## src/rtl/sdtv_raster_pkg.sv

```systemverilog
package sdtv_raster_pkg;
  typedef enum logic {
    STD_525 = 1'b0,
    STD_625 = 1'b1
  } line_std_e;

  typedef struct packed {
    line_std_e std;
    logic      prog;
  } scan_cfg_t;
endpackage

```

## src/rtl/sdtv_pix_prescale.sv

```systemverilog
module sdtv_pix_prescale #(
  parameter int DIV = 8
) (
  input  logic clk,
  input  logic rst_n,
  output logic stb
);
  generate
    if (DIV <= 1) begin : g_pass
      assign stb = 1'b1;
    end else begin : g_div
      localparam int PW = $clog2(DIV);
      localparam logic [PW-1:0] LAST = PW'(DIV - 1);
      logic [PW-1:0] cnt;
      always_ff @(posedge clk) begin
        if (!rst_n)          cnt <= '0;
        else if (cnt == LAST) cnt <= '0;
        else                 cnt <= cnt + PW'(1);
      end
      assign stb = (cnt == LAST);
    end
  endgenerate
endmodule

```

## src/rtl/sdtv_raster_cnt.sv

```systemverilog
module sdtv_raster_cnt
  import sdtv_raster_pkg::*;
#(
  parameter int CNT_W  = 10,
  parameter int HTOT_A = 858,
  parameter int HTOT_B = 864,
  parameter int VTOT_A = 262,
  parameter int VTOT_B = 312
) (
  input  logic             clk,
  input  logic             rst_n,
  input  logic             stb,
  input  logic             mode_sel,
  input  logic             prog_en,
  output logic [CNT_W-1:0] pix_x,
  output logic [CNT_W-1:0] line_y,
  output logic             field,
  output scan_cfg_t        cfg
);
  localparam logic [CNT_W-1:0] HLAST_A = CNT_W'(HTOT_A - 1);
  localparam logic [CNT_W-1:0] HLAST_B = CNT_W'(HTOT_B - 1);
  localparam logic [CNT_W-1:0] VLAST_A = CNT_W'(VTOT_A - 1);
  localparam logic [CNT_W-1:0] VLAST_B = CNT_W'(VTOT_B - 1);

  logic [CNT_W-1:0] h_last, v_last;
  logic             long_field, end_px, end_ln, end_frame;
  scan_cfg_t        next_cfg;

  always_comb begin
    h_last     = (cfg.std == STD_625) ? HLAST_B : HLAST_A;
    long_field = !cfg.prog && field;
    v_last     = ((cfg.std == STD_625) ? VLAST_B : VLAST_A) + CNT_W'(long_field);
    end_px     = (pix_x == h_last);
    end_ln     = (line_y == v_last);
    end_frame  = cfg.prog || field;
    next_cfg   = '{std: line_std_e'(mode_sel), prog: prog_en};
  end

  always_ff @(posedge clk) begin
    if (!rst_n) begin
      pix_x  <= '0;
      line_y <= '0;
      field  <= 1'b0;
      cfg    <= next_cfg;
    end else if (stb) begin
      if (end_px) begin
        pix_x <= '0;
        if (end_ln) begin
          line_y <= '0;
          if (end_frame) begin
            field <= 1'b0;
            cfg   <= next_cfg;
          end else begin
            field <= 1'b1;
          end
        end else begin
          line_y <= line_y + CNT_W'(1);
        end
      end else begin
        pix_x <= pix_x + CNT_W'(1);
      end
    end
  end
endmodule

```

## src/rtl/sdtv_raster_dec.sv

```systemverilog
module sdtv_raster_dec
  import sdtv_raster_pkg::*;
#(
  parameter int CNT_W   = 10,
  parameter int ACT_W   = 720,
  parameter int HFP_A   = 14,
  parameter int HFP_B   = 20,
  parameter int HSYNC_W = 64,
  parameter int VACT_A  = 240,
  parameter int VACT_B  = 288,
  parameter int VFP_A   = 3,
  parameter int VFP_B   = 2,
  parameter int VSYNC_L = 3
) (
  input  scan_cfg_t        cfg,
  input  logic [CNT_W-1:0] pix_x,
  input  logic [CNT_W-1:0] line_y,
  output logic             hsync,
  output logic             vsync,
  output logic             de
);
  localparam logic [CNT_W-1:0] HACT  = CNT_W'(ACT_W);
  localparam logic [CNT_W-1:0] HS0_A = CNT_W'(ACT_W + HFP_A);
  localparam logic [CNT_W-1:0] HS0_B = CNT_W'(ACT_W + HFP_B);
  localparam logic [CNT_W-1:0] HS1_A = CNT_W'(ACT_W + HFP_A + HSYNC_W);
  localparam logic [CNT_W-1:0] HS1_B = CNT_W'(ACT_W + HFP_B + HSYNC_W);
  localparam logic [CNT_W-1:0] VA_A  = CNT_W'(VACT_A);
  localparam logic [CNT_W-1:0] VA_B  = CNT_W'(VACT_B);
  localparam logic [CNT_W-1:0] VS0_A = CNT_W'(VACT_A + VFP_A);
  localparam logic [CNT_W-1:0] VS0_B = CNT_W'(VACT_B + VFP_B);
  localparam logic [CNT_W-1:0] VS1_A = CNT_W'(VACT_A + VFP_A + VSYNC_L);
  localparam logic [CNT_W-1:0] VS1_B = CNT_W'(VACT_B + VFP_B + VSYNC_L);

  logic             is_b;
  logic [CNT_W-1:0] hs0, hs1, va, vs0, vs1;

  always_comb begin
    is_b  = (cfg.std == STD_625);
    hs0   = is_b ? HS0_B : HS0_A;
    hs1   = is_b ? HS1_B : HS1_A;
    va    = is_b ? VA_B  : VA_A;
    vs0   = is_b ? VS0_B : VS0_A;
    vs1   = is_b ? VS1_B : VS1_A;
    hsync = (pix_x >= hs0) && (pix_x < hs1);
    vsync = (line_y >= vs0) && (line_y < vs1);
    de    = (pix_x < HACT) && (line_y < va);
  end
endmodule

```

## src/rtl/sdtv_raster_gen.sv

```systemverilog
module sdtv_raster_gen
  import sdtv_raster_pkg::*;
#(
  parameter int PIX_DIV = 8,
  parameter int ACT_W   = 720,
  parameter int HFP_A   = 14,
  parameter int HFP_B   = 20,
  parameter int HSYNC_W = 64,
  parameter int HBP_A   = 60,
  parameter int HBP_B   = 60,
  parameter int VACT_A  = 240,
  parameter int VACT_B  = 288,
  parameter int VFP_A   = 3,
  parameter int VFP_B   = 2,
  parameter int VSYNC_L = 3,
  parameter int VTOT_A  = 262,
  parameter int VTOT_B  = 312,
  localparam int HTOT_A = ACT_W + HFP_A + HSYNC_W + HBP_A,
  localparam int HTOT_B = ACT_W + HFP_B + HSYNC_W + HBP_B,
  localparam int HMAX   = (HTOT_A > HTOT_B) ? HTOT_A : HTOT_B,
  localparam int VMAX   = ((VTOT_A > VTOT_B) ? VTOT_A : VTOT_B) + 1,
  localparam int CNT_W  = $clog2(((HMAX > VMAX) ? HMAX : VMAX) + 1)
) (
  input  logic             clk,
  input  logic             rst_n,
  input  logic             mode_sel,
  input  logic             prog_en,
  output logic             pix_stb,
  output logic [CNT_W-1:0] pix_x,
  output logic [CNT_W-1:0] line_y,
  output logic             hsync,
  output logic             vsync,
  output logic             de,
  output logic             field
);
  scan_cfg_t cfg;

  sdtv_pix_prescale #(.DIV(PIX_DIV)) u_pre (
    .clk(clk), .rst_n(rst_n), .stb(pix_stb)
  );

  sdtv_raster_cnt #(
    .CNT_W(CNT_W), .HTOT_A(HTOT_A), .HTOT_B(HTOT_B),
    .VTOT_A(VTOT_A), .VTOT_B(VTOT_B)
  ) u_cnt (
    .clk(clk), .rst_n(rst_n), .stb(pix_stb),
    .mode_sel(mode_sel), .prog_en(prog_en),
    .pix_x(pix_x), .line_y(line_y), .field(field), .cfg(cfg)
  );

  sdtv_raster_dec #(
    .CNT_W(CNT_W), .ACT_W(ACT_W), .HFP_A(HFP_A), .HFP_B(HFP_B),
    .HSYNC_W(HSYNC_W), .VACT_A(VACT_A), .VACT_B(VACT_B),
    .VFP_A(VFP_A), .VFP_B(VFP_B), .VSYNC_L(VSYNC_L)
  ) u_dec (
    .cfg(cfg), .pix_x(pix_x), .line_y(line_y),
    .hsync(hsync), .vsync(vsync), .de(de)
  );
endmodule

```

## config.mk

```make
export PLATFORM = sky130hd
export DESIGN_NAME = sdtv_raster_gen
export DESIGN_NICKNAME = d
export VERILOG_FILES = /design/src/rtl/sdtv_raster_pkg.sv /design/src/rtl/sdtv_pix_prescale.sv /design/src/rtl/sdtv_raster_cnt.sv /design/src/rtl/sdtv_raster_dec.sv /design/src/rtl/sdtv_raster_gen.sv
export SDC_FILE = /design/constraint.sdc
export NUM_CORES = 1
export LEC_CHECK = 0
export ABC_AREA = 1
export BUFFER_PORTS_ARGS = -buffer_cell sky130_fd_sc_hd__buf_2
export CORE_ASPECT_RATIO = 0.75
export CORE_MARGIN = 2
export CORE_UTILIZATION = 35
export CTS_CLUSTER_DIAMETER = 150
export DETAILED_ROUTE_END_ITERATION = 7
export PLACE_DENSITY = 0.51
export SLEW_MARGIN = 10
export SYNTH_ARGS = -nofsm -noshare
export SYNTH_HDL_FRONTEND = slang
export SYNTH_SLANG_ARGS = --single-unit
```

## constraint.sdc

```tcl
create_clock -name clk -period 2.69 [get_ports clk]
set_input_delay 0.4035 -clock clk [delete_from_list [all_inputs] [get_ports clk]]
set_output_delay 0.4035 -clock clk [all_outputs]
set_load 0.02 [all_outputs]
```

* Word-level counts from Yosys, hierarchy flattened
Index checks and enable logic that the tools add are counted.
** Storage, ports and cells
- Output and inout port bits :: 25
- Logic and storage cells :: 49
- Flip-flop bits (word level) :: 26
- Input bits :: 4
** Operators by class
- Bitwise operators :: 1
- Multiplexer cells :: 15
- Equal/unequal tests :: 7
- $lt $le $gt $ge :: 6
- $add $sub $neg :: 4
- Reduce and logical (&&, ||, !) cells :: 10
** Operators with widths (number)
- 10-bit less-than comparator :: 3
- 9-bit two-way mux :: 3
- 10-bit by 1-bit adder with 10-bit output, second input constant :: 2
- 10-bit equality test :: 2
- 10-bit greater-or-equal comparator :: 2
- 10-bit two-way mux :: 2
- 6-bit two-way mux :: 3
- 10-bit by 1-bit adder with 10-bit output :: 1
- 10-bit less-than comparator, second input constant :: 1
- 2-bit two-way mux :: 5
- 2-bit by 1-bit != test with 1-bit output, second input constant :: 4
- 1-bit logical AND :: 4
- 4-bit AND reduction :: 1
- 3-bit by 1-bit adder with 3-bit output, second input constant :: 1
- 3-bit equality test, second input constant :: 1
- 3-bit two-way mux :: 1
- 3-bit AND reduction :: 1
- 2-bit AND reduction :: 1
- 2-bit OR reduction :: 1
- 1-bit logical NOT :: 1
- 1-bit logical OR :: 1
- 1-bit two-way mux :: 1
- 1-bit NOT :: 1

* Logic depth before layout (Yosys ltp)
Gate-level depths: netlist of run 1.
- Depth in word-level cells :: 8
- Mapped depth :: 15
- Gate-level depth less buffers :: 15

* By module
From an unflattened synthesis of run 1, not the netlist that was laid out.
** Second synthesis, totals
- Cell total of the unflattened synthesis :: 289
- Area, all modules :: 1873.0 um2
** Modules (own cells, without submodules)
- sdtv_raster_cnt :: sequential area each 480.5 um2, area an instance 1346.3 um2, cells an instance 203, instances 1
- sdtv_raster_dec :: sequential area each 0.0 um2, area an instance 412.9 um2, cells an instance 74, instances 1
- sdtv_pix_prescale :: sequential area each 60.1 um2, area an instance 113.9 um2, cells an instance 12, instances 1

* Least setup slack after synthesis of run 1
Ideal clock, no wire load.
- Path type :: register -> output
- From :: register u_cnt.cfg[1] (netlist name)
- To :: output vsync
- Cell stages (with the launch flop) :: 7
- Slack :: 0.404 ns
- Data required time :: 2.287 ns
- Path buffers :: 0
- Arrival :: 1.882 ns
- Path through :: edfxtp_1 > inv_2 > ha_1 > inv_1 > nor3_1 > nand2_1 > nor4_1
** On the way
- Word-level cells in the longest chain between the ends :: 3
- Elaborated cells on any way between the ends :: 5
- Those cells by class :: order compare (2); mux (2); reduce/logical (1)
** RTL lines
- 9-bit two-way mux (on tied branches) :: RTL line sdtv_raster_dec.sv:42, sdtv_raster_dec.sv:43
- 10-bit greater-or-equal comparator or 10-bit less-than comparator (tied branches) :: RTL line sdtv_raster_dec.sv:45 : vsync = (line_y >= vs0) && (line_y < vs1);
- 1-bit logical AND * :: RTL line sdtv_raster_dec.sv:45
- end: declaration :: RTL line sdtv_raster_gen.sv:32 : output logic vsync,
Every way passes the cells marked *; elsewhere a longest branch is shown, timed or not.

* Worst setup path after layout of run 1
- From :: register u_cnt.cfg[1] (netlist name)
- To :: output vsync
** On the way
- Word-level cells in the longest chain between the ends :: 3
- Elaborated cells on any way between the ends :: 5
- Those cells by class :: order compare (2); mux (2); reduce/logical (1)
** RTL lines (RTL line)
- 9-bit two-way mux (on tied branches) :: sdtv_raster_dec.sv:42, sdtv_raster_dec.sv:43
- 10-bit greater-or-equal comparator or 10-bit less-than comparator (tied branches) :: sdtv_raster_dec.sv:45
- 1-bit logical AND * :: sdtv_raster_dec.sv:45
Marked as above.

==> flow_summary_export.csv, run 1 <==
group,metric,value,unit
run_status,outcome,"finished, final reports clean",
placement,routabilityCongestion,0.862,
sta,fin_ws,0.224,ns
sta,final-hold-violation-count,0,
logic_synthesis,yosysWarnings,0,
detailed_routing,viasPerCell,4.77,
power_and_ir_drop,swShare,22.7,%
global_routing,antenna_found_initial,0,
clock_network,cts_resized,0,
die,io_pins,29,
sta,slew_headroom,76.5,%
logic_synthesis,yosysTopAreaCell,"dfxtp_1",
layout,drive_above_1_share,18.1,%
detailed_routing,drt_first_iter_violations,111,
global_routing,grt_max_degree,16,
hold_path,hp-class,"primary input to register",
power_and_ir_drop,power_frac_clock,43.8,%
logic_synthesis,synth_fp_nets,303,
die,rows,22,
layout,layout_commonest_cell,"nand2_1",
clock_network,root_buffer,"clkbuf_8",
power_and_ir_drop,p_leak,1.04,nW
global_routing,grt_overflow_total,0,
logic_synthesis,ys_seq_area_share,29.4,%
clock_network,cts_made_buffers,3,
hold_path,hold-path-endpoint,"u_cnt.cfg[1]$_DFFE_PP_",
power_and_ir_drop,intPower,0.000611,W
detailed_routing,routed_wl,4.97,mm
logic_synthesis,ys_seq_elements,26,
die,die_y,66.8,microns
hold_path,min_from,"mode_sel",
worst_setup_path,reg2reg_to,"u_cnt.cfg[1]$_DFFE_PP_",
global_routing,track_usage,18.4,%
layout,num-fill-cells,544,
clock_network,post-cts-setup-buffers,0,
detailed_routing,drtAntennaViolNets,0,
layout,layout_common_cells,"nand2_1, nor2_1, inv_1",
sta,fmax,406,MHz
detailed_routing,vias,1846,
global_routing,grt_pass1_vias,1562,
logic_synthesis,synth_area_leaders,"dfxtp_1, nand2_1, ha_1",
logic_synthesis,synth_top_area_share,26.1,%
worst_setup_path,r2r_slack,0.56,ns
die,fp.dieW,87.7,microns
worst_setup_path,worstPathMaxFanout,9,
sta,worst_pin_slew,0.352,ns
power_and_ir_drop,power.switching,0.000180,W
worst_setup_path,crit_path_end_kind,"output port",
clock_network,cts_sinks,26,
sta,setup_viol,0,
detailed_routing,dr.pass1.iters,4,
power_and_ir_drop,power,0.000791,W
clock_network,cts_tree,"done",
clock_network,path_clk_slew,0.10,ns
hold_path,hold_depth,1,
sta,rsz0062_at_grt,"no",
clock_network,cts_max_path_buffers,2,
worst_setup_path,reg2reg_depth,9,
global_routing,grt_pass1_wl,8.11,mm
worst_setup_path,critPathRequiredTime,2.29,ns
sta,period_minus_slack,2.47,ns
sta,clock_skew,0.0113,ns
die,core_area,0.00498,sq mm
layout,fin_nets,337,
worst_setup_path,path_class,"register to output port",
logic_synthesis,avgSynthCellArea,6.52,sq um
die,dieArea,0.00586,sq mm
sta,drv_slew,0,
layout,final_core_util,43.2,%
placement,dp_hpwl,3.93,mm
power_and_ir_drop,combPwrFrac,5.8,%
job,maxCapViolCount,0,
layout,area_delta_synth_final,17.1,%
clock_network,htree_num_levels,1,
power_and_ir_drop,power_frac_seq,50.4,%
sta,finalCritPeriodShare,91.7,%
worst_setup_path,startpoint_type,"register",
logic_synthesis,synthCells,282,
layout,n_antenna_cell,0,
placement,portBuffers,28,
worst_setup_path,reg2reg_from,"u_cnt.cfg[1]$_DFFE_PP_",
worst_setup_path,critPathArrivalTime,2.06,ns
logic_synthesis,syn_area,0.00184,sq mm
clock_network,ctsHoldBuffers,0,
detailed_routing,drc_errors,0,
clock_network,clock_latency,0.29,ns
sta,fin_tns_setup,0,ns
power_and_ir_drop,p_per_area,368,mW/mm^2
placement,place_ws,0.548,ns
logic_synthesis,ys_types,32,
power_and_ir_drop,worst_ir_drop_vdd,0.253,mV
detailed_routing,wire_per_inst,12.8,microns
die,start_util,36.9,%
-- worst max path at each step --
| stage | end | start | cells past startpoint | slack, ns |
|---|---|---|---|---|
| after floorplan | vsync | u_cnt.cfg[1]$_DFFE_PP_ | 6 | 0.40 |
| after global placement | vsync | u_cnt.cfg[1]$_DFFE_PP_ | 7 | 0.60 |
| after detailed placement | vsync | u_cnt.cfg[1]$_DFFE_PP_ | 7 | 0.55 |
| after CTS | vsync | u_cnt.cfg[1]$_DFFE_PP_ | 7 | 0.21 |
| after global routing | hsync | u_cnt.cfg[1]$_DFFE_PP_ | 8 | 0.04 |
| final | vsync | u_cnt.cfg[1]$_DFFE_PP_ | 7 | 0.22 |
-- logic make-up after synthesis --
family / count (synthesis) / share of synthesized area, %
AOI/OAI and AO/OA: 28 / 8.64
buffers and inverters: 45 / 9.39
xor gates and xnor gates: 2 / 0.953
DFF: 26 / 29.4
adders and majority gates: 17 / 11.6
and+or+nand+nor: 164 / 40.1
-- critical path, cell delays in order (launching register included) --
cell      delay (ns)
edfxtp_1        0.52
buf_4           0.22
ha_1            0.32
a21o_1          0.17
inv_1           0.06
nand2_1         0.05
nor4_1          0.24
buf_2           0.22
-- cells in the mapped netlist --
cell type and n:
a21o_1 1, a21oi_1 12, a31oi_1 1, buf_2 2
clkinv_2 1, dfxtp_1 24, edfxtp_1 2, ha_1 17
inv_1 37, inv_2 5, nand2_1 70, nand2_2 5
nand2_4 2, nand3_1 21, nand3_2 2, nand4_1 5
nor2_1 43, nor2_2 4, nor2_4 1, nor3_1 6
nor3_2 1, nor3b_1 1, nor4_1 3, o211ai_1 1
o21ai_0 8, o21ai_1 1, o21bai_1 1, o21bai_2 1
o22ai_1 1, o31ai_1 1, xnor2_1 1, xor2_1 1
-- metrics by stage --
step,hold slack [ns],cells,area [sq um]
finish,0.292,387,2150
global route,0.281,387,2150
CTS,0.280,387,2150
detailed placement,0.417,383,2080
global placement,0.417,383,2080
floorplan,0.399,282,1840
-- per-layer routing --
metal	global-route usage, %	share of wire [%]	up-vias
li1	-	-	976
met1	30.2	57	816
met2	23.1	37	47
met3	3.35	4.8	7
met4	5.38	1.2	0
met5	0	0	-
-- state kept, by name (all words and copies together), names as in the netlist --
register,cells
u_cnt.line_y,10
u_cnt.pix_x,10
u_pre.g_div.cnt,3
u_cnt.cfg,2
u_cnt.field,1
-- area by class of cell --
| type | count | area, sq um | area share (%) |
|---|---|---|---|
| Clock buffer | 3 | 41.3 | 1.92 |
| Clock inverter | 1 | 30.0 | 1.39 |
| Timing Repair Buffer | 31 | 163 | 7.55 |
| Multi-Input combinational cell | 211 | 1130 | 52.3 |
| Tap cell | 72 | 90.1 | 4.18 |
| Inverter | 43 | 163 | 7.55 |
| Sequential cell | 26 | 541 | 25.1 |
-- power by group through the flow --
stage | combinational, W | clock, W | sequential (W)
final | 0.0000461 | 0.000346 | 0.000399
after global routing | 0.0000540 | 0.000370 | 0.000400
after CTS | 0.0000462 | 0.000357 | 0.000399
after detailed placement | 0.0000461 | 0 | 0.000408
after global placement | 0.0000463 | 0 | 0.000408
after floorplan | 0.0000331 | 0 | 0.000408
No activity file was read; power rests on OpenSTA's default activity.
==> inputs of run 2 (changes only) <==
Settings changed: CTS_BUF_LIST set to sky130_fd_sc_hd__clkbuf_8, SYNTH_HIERARCHICAL set to 1.
==> run 2 against run 1 <==
Net effect:
- die area is 1.7% higher
- first-iteration DRC count is 4.5% lower
- global-route usage is 2.1 points lower
- clock skew is 0.0099 ns lower
- power is 2.1% lower
- non-clock buffer count is 1 lower
- synthesized cell count is 2.5% higher
- area after synthesis is 1.8% higher
- clock power is 3% lower
- worst setup slack better by 0.20 ns
- critical path type unchanged
- largest power group unchanged
- highest routed layer unchanged
==> flow_summary_export.csv, run 2 <==
group,metric,value,unit
logic_synthesis,yosys.area_share.simple,41.8,%
sta,clock_skew,0.00146,ns
worst_setup_path,reg2reg_to,"u_cnt/cfg[1]$_DFFE_PP_",
detailed_routing,drtAntennaViolNets,0,
layout,drive_above_1_share,17.4,%
worst_setup_path,critPathBufInv,3,
detailed_routing,drt_first_iter_violations,106,
job,maxCapViolCount,0,
sta,fin_tns_setup,0,ns
logic_synthesis,async_flop_share,0,%
die,io_pins,29,
power_and_ir_drop,worst_ir_drop_vdd,0.195,mV
power_and_ir_drop,p_per_area,356,mW/mm^2
global_routing,track_usage,16.3,%
clock_network,cts_max_path_buffers,2,
hold_path,hold_depth,1,
clock_network,cts_resized,0,
sta,setup_viol,0,
logic_synthesis,synthCells,289,
logic_synthesis,yosysWarnings,6,
detailed_routing,wire_per_inst,11.2,microns
detailed_routing,vias,1756,
logic_synthesis,ys_types,29,
clock_network,ctsHoldBuffers,0,
sta,period_minus_slack,2.26,ns
worst_setup_path,reg2reg_from,"u_cnt/cfg[0]$_DFFE_PP_",
sta,slew_headroom,69.1,%
clock_network,post-cts-setup-buffers,0,
clock_network,root_buffer,"clkbuf_8",
logic_synthesis,synth_top_family_by_area,"simple AND/OR/NAND/NOR gates",
die,rows,23,
sta,hold_slack,0.297,ns
worst_setup_path,startpoint_type,"register",
logic_synthesis,avgSynthCellArea,6.48,sq um
logic_synthesis,synth_most_common_cell,"nand2_1",
worst_setup_path,critPathRequiredTime,2.29,ns
hold_path,min_from,"prog_en",
clock_network,path_clk_slew,0.10,ns
logic_synthesis,ys_seq_elements,26,
worst_setup_path,critPathTopFamily,"buffers and inverters",
layout,reg_top3,"u_cnt/line_y x10, u_cnt/pix_x x10, u_pre/g_div.cnt x3",
sta,rsz0062_at_grt,"no",
layout,stdcell_area,0.00218,sq mm
layout,layout_commonest_cell,"nand2_1",
power_and_ir_drop,p_leak,1.07,nW
placement,portBuffers,28,
logic_synthesis,synth_common_cells,"nand2_1, inv_1, nor2_1, dfxtp_1, ha_1",
logic_synthesis,yosysTopAreaCell,"dfxtp_1",
layout,n_antenna_cell,0,
layout,layout_common_cells,"nand2_1, inv_1, nor2_1",
layout,fin_nets,344,
placement,routabilityCongestion,0.798,
sta,finalCritPeriodShare,84.1,%
logic_synthesis,ys_seq_area_share,28.9,%
detailed_routing,dr.pass1.iters,4,
worst_setup_path,cp_common_cell,"nand2_1",
layout,layout.cells.non_filler,397,
worst_setup_path,r2r_slack,0.90,ns
logic_synthesis,synth_ff_type,"dfxtp_1",
placement,dp_hpwl,3.55,mm
logic_synthesis,synth_fp_nets,310,
global_routing,grt_pass1_wl,7.48,mm
sta,final-hold-violation-count,0,
sta,fmax,442,MHz
clock_network,clock_latency,0.28,ns
die,core_area,0.00524,sq mm
die,die_y,67.4,microns
worst_setup_path,reg2reg_depth,12,
logic_synthesis,syn_area,0.00187,sq mm
global_routing,antenna_found_initial,0,
global_routing,grt_overflow_total,0,
logic_synthesis,synth_top_area_share,25.7,%
clock_network,htree_num_levels,1,
global_routing,grt_pass1_vias,1513,
worst_setup_path,crit_path_end_kind,"output port",
clock_network,cts_sinks,26,
worst_setup_path,slowest_stage,"edfxtp_1",
detailed_routing,routed_wl,4.46,mm
logic_synthesis,synth-adder-area-share,11.4,%
placement,placed_area,0.00211,sq mm
detailed_routing,viasPerCell,4.42,
die,fp.dieW,88.5,microns
clock_network,cts_tree,"done",
layout,area_delta_synth_final,16.3,%
detailed_routing,drc_errors,0,
hold_path,hold-path-endpoint,"u_cnt/cfg[0]$_DFFE_PP_",
logic_synthesis,synthMuxAreaShare,0,%
worst_setup_path,worstPathMaxFanout,13,
worst_setup_path,path_class,"register to output port",
worst_setup_path,critPathArrivalTime,1.86,ns
power_and_ir_drop,power,0.000775,W
sta,drv_slew,0,
sta,worst_pin_slew,0.462,ns
worst_setup_path,slowest_delay,0.40,ns
global_routing,grt_max_degree,18,
worst_setup_path,crit_chain,"buf_4 > inv_1 > ha_1 > nand2_1 > nor2_1 > nor2_1 > nand2_1 > nand2_1 > nand2_1 > buf_2",
die,start_util,35.8,%
logic_synthesis,synth-edff-count,2,
logic_synthesis,synth_xor_area_share,2.34,%
clock_network,cts_made_buffers,3,
run_status,outcome,"finished, final reports clean",
logic_synthesis,synth-compound-area-share,5.34,%
die,dieArea,0.00596,sq mm
placement,placed_cells,393,
logic_synthesis,synth_area_leaders,"dfxtp_1, nand2_1, ha_1",
hold_path,hp-class,"primary input to register",
[run 2: kinds of logic (layout without fill, tap and decap cells)]
group / after synthesis / after routing
AND/OR/NAND/NOR: 175 / 175
buffers and inverters: 48 / 81
flip-flops: 26 / 26
AO/OA/AOI/OAI: 18 / 18
adder cells (fa/ha/maj): 17 / 17
XOR/XNOR: 5 / 5
[run 2: final cells by class]
cell class	count	area, sq um
Clock buffer	3	41.3
Timing Repair Buffer	30	155
Inverter	47	178
Multi-Input combinational cell	215	1140
Sequential cell	26	541
Fill cell	591	3060
Clock inverter	1	30.0
Tap cell	75	93.8
[run 2: routing by layer]
| layer | track usage [%] | part of all wire [%] | vias to the layer above |
|---|---|---|---|
| met4 | 2.27 | 0.38 | 0 |
| met3 | 3.42 | 3.5 | 2 |
| met5 | 0 | 0 | - |
| met1 | 25.6 | 58 | 761 |
| met2 | 23.1 | 38 | 28 |
| li1 | - | - | 965 |
[run 2: worst max path at each step]
stage,startpoint,endpoint,slack [ns],cells past startpoint
3_5_place_dp,u_cnt/cfg[1]$_DFFE_PP_,hsync,0.72,10
4_1_cts,u_cnt/cfg[1]$_DFFE_PP_,hsync,0.41,10
6_report,u_cnt/cfg[1]$_DFFE_PP_,hsync,0.43,10
2_1_floorplan,u_cnt/cfg[1]$_DFFE_PP_,de,0.79,6
5_1_grt,u_cnt/cfg[1]$_DFFE_PP_,hsync,0.27,10
3_3_place_gp,u_cnt/cfg[1]$_DFFE_PP_,hsync,0.76,10
[run 2: stage by stage]
| stage | utilization [%] | setup slack, ns |
|---|---|---|
| after global placement | 40.2 | 0.762 |
| after floorplan | - | 0.791 |
| final | 41.6 | 0.427 |
| after CTS | 41.6 | 0.406 |
| after detailed placement | 40.2 | 0.723 |
| after global routing | 41.6 | 0.272 |
[run 2: report_power, final]
group / leakage, nW / internal, W / switching [W]
Sequential: 0.213 / 0.000395 / 0.00000238
Combinational: 0.817 / 0.0000157 / 0.0000278
Clock: 0.0357 / 0.000199 / 0.000134
Total: 1.07 / 0.000610 / 0.000165
==> inputs of run 3 (changes only) <==
Settings changed: ABC_AREA 1 to 0.
Clock period 2.69 ns to 2.2 ns, I/O delays scaled along.
==> run 3 against run 2 <==
Net effect:
- the run now ends with negative setup slack left
- routed wire length decreased by 9.8%
- area after synthesis decreased by 13%
- first-iteration DRC count decreased by 33%
- non-clock buffer count increased by 9
- die area is 13% lower
- final area decreased by 7.5%
- hold slack worse by 0.039 ns
- power is 22% higher
- worst setup slack worse by 0.43 ns
- largest power group unchanged
- highest routed layer unchanged
==> flow_summary_export.csv, run 3 <==
group,metric,value,unit
run_status,outcome,"complete, but fails checks",
run_status,violations,"negative setup slack",
sta,finalCritPeriodShare,100,%
power_and_ir_drop,p_per_area,469,mW/mm^2
worst_setup_path,critPathArrivalTime,1.88,ns
layout,n_antenna_cell,0,
logic_synthesis,ys_types,44,
logic_synthesis,synth_area_leaders,"dfxtp_1, ha_1, xnor2_1",
layout,layout_commonest_cell,"buf_2",
clock_network,cts_max_path_buffers,2,
worst_setup_path,path_class,"register to output port",
sta,fin_ws,-0.00550,ns
layout,drive_above_1_share,26.5,%
detailed_routing,vias,1477,
clock_network,cts_made_buffers,3,
logic_synthesis,ys_seq_elements,26,
global_routing,grt_overflow_total,0,
clock_network,clock_latency,0.26,ns
logic_synthesis,yosysWarnings,6,
global_routing,track_usage,16.5,%
global_routing,antenna_found_initial,0,
global_routing,grt_pass1_vias,1416,
sta,drv_slew,0,
logic_synthesis,ys_seq_area_share,33.3,%
power_and_ir_drop,p_leak,0.922,nW
detailed_routing,dr.pass1.iters,4,
clock_network,htree_num_levels,1,
worst_setup_path,startpoint_type,"register",
placement,placed_cells,276,
sta,fmax,453,MHz
sta,slew_headroom,74.6,%
sta,clock_skew,0.00238,ns
placement,dp_hpwl,3.11,mm
logic_synthesis,synth_common_cells,"dfxtp_1, nor2_1, nand2_1, ha_1, xnor2_1",
sta,final-hold-violation-count,0,
logic_synthesis,synth_fp_nets,207,
worst_setup_path,r2r_slack,0.09,ns
hold_path,hp-class,"primary input to register",
clock_network,ctsHoldBuffers,0,
global_routing,grt_max_degree,20,
die,die_y,63.0,microns
layout,reg_top3,"u_cnt/line_y x10, u_cnt/pix_x x10, u_pre/g_div.cnt x3",
sta,period_minus_slack,2.21,ns
global_routing,grt_pass1_wl,6.80,mm
layout,fin_nets,248,
clock_network,path_clk_slew,0.09,ns
worst_setup_path,critPathRequiredTime,1.87,ns
logic_synthesis,syn_area,0.00162,sq mm
worst_setup_path,worstPathMaxFanout,5,
logic_synthesis,yosysTopAreaCell,"dfxtp_1",
layout,final_core_util,45.1,%
clock_network,cts_tree,"done",
sta,worst_pin_slew,0.378,ns
die,start_util,36.4,%
layout,layout.cells.non_filler,283,
die,core_area,0.00447,sq mm
die,dieArea,0.00521,sq mm
detailed_routing,routed_wl,4.02,mm
die,fp.dieW,82.7,microns
detailed_routing,viasPerCell,5.22,
sta,rsz0062_at_grt,"yes",
clock_network,root_buffer,"clkbuf_8",
logic_synthesis,avgSynthCellArea,8.73,sq um
logic_synthesis,synthCells,186,
clock_network,cts_sinks,26,
job,maxCapViolCount,0,
die,rows,21,
logic_synthesis,async_flop_share,0,%
detailed_routing,drc_errors,0,
die,io_pins,29,
logic_synthesis,synth_ff_type,"dfxtp_1",
logic_synthesis,synth_most_common_cell,"dfxtp_1",
layout,area_delta_synth_final,24.0,%
worst_setup_path,crit_path_end_kind,"output port",
sta,setup_viol,1,
placement,routabilityCongestion,0.843,
logic_synthesis,synth-edff-count,2,
detailed_routing,drtAntennaViolNets,0,
placement,portBuffers,28,
detailed_routing,wire_per_inst,14.2,microns
power_and_ir_drop,worst_ir_drop_vdd,0.182,mV
layout,layout_common_cells,"buf_2, dfxtp_1, nor2_1",
logic_synthesis,synth_top_area_share,29.6,%
detailed_routing,drt_first_iter_violations,71,
-- run 3: cell types whose count changed after synthesis, sizes merged, moves of 4 or more --
cell,change
a21oi,-4
and3,+7
inv,-37
nand2,-75
nand3,-9
nor2,-27
or3,+6
xnor2,+9
-- run 3: logic make-up (layout without fill, tap and decap cells) --
logic type	count (synthesis)	after routing	synth area share, %
AOI/OAI and AO/OA	26	26	12.7
xor gates and xnor gates	13	13	7.01
adders and majority gates	17	17	13.1
buffers and inverters	12	52	3.00
DFF	26	26	33.3
muxes	3	3	1.85
and+or+nand+nor	89	89	29.0
-- run 3: worst paths after layout --
kind	startpoint	end	cells past startpoint
worst min register to register	u_pre/g_div.cnt[0]$_SDFF_PP0_	u_pre/g_div.cnt[0]$_SDFF_PP0_	1
worst max register to register	u_cnt/cfg[1]$_DFFE_PP_	u_cnt/line_y[2]$_SDFFE_PN0P_	7
worst max-delay path	u_cnt/cfg[1]$_DFFE_PP_	vsync	6
worst min-delay path	mode_sel	u_cnt/cfg[1]$_DFFE_PP_	1
-- run 3: critical path: stages (launching register included) --
cell and delay, ns:
edfxtp_1 0.45, inv_2 0.10, ha_1 0.27, nand2b_1 0.09, nand3b_1 0.13, a2111oi_4 0.37, buf_4 0.19
-- run 3: stage by stage --
stage / hold slack (ns) / cell area, sq um / total power, W / setup slack, ns / TNS, ns
after CTS: 0.249 / 1950 / 0.000947 / -0.0468 / -0.0928
after global placement: 0.425 / 1890 / 0.000635 / 0.190 / 0
after global routing: 0.238 / 2010 / 0.00100 / -0.127 / -0.257
after detailed placement: 0.458 / 1890 / 0.000639 / 0.0874 / 0
after floorplan: 0.419 / 1630 / 0.000600 / 0.0167 / 0
final: 0.258 / 2010 / 0.000945 / -0.00550 / -0.00550
-- run 3: timing repair --
action / 4_1_cts / 5_1_grt
buffers inserted: 1 / 2
endpoints found under the hold margin: 0 / 0
pin swaps: 0 / 3
resized for setup: 0 / 14
endpoints found under the setup margin: 2 / 4
-- run 3: report_power, final --
group / internal [W] / leakage, nW / switching [W] / total, W
Combinational: 0.0000533 / 0.679 / 0.0000693 / 0.000123
Sequential: 0.000492 / 0.214 / 0.0000243 / 0.000517
Clock: 0.000160 / 0.0288 / 0.000146 / 0.000306
Total: 0.000705 / 0.922 / 0.000240 / 0.000945
-- run 3: layer usage --
layer	vias up	share of wire (%)	track usage, %
met3	2	4.1	2.17
met2	29	42	24.1
met5	-	0	0
met1	693	54	25.5
li1	753	-	-
met4	0	0.50	3.69
-- run 3: cell type report --
cell class | instances | area (sq um)
Tap cell | 57 | 71.3
Clock buffer | 4 | 55.1
Multi-Input combinational cell | 148 | 1080
Inverter | 9 | 33.8
Timing Repair Buffer | 39 | 235
Fill cell | 468 | 2450
Sequential cell | 26 | 541
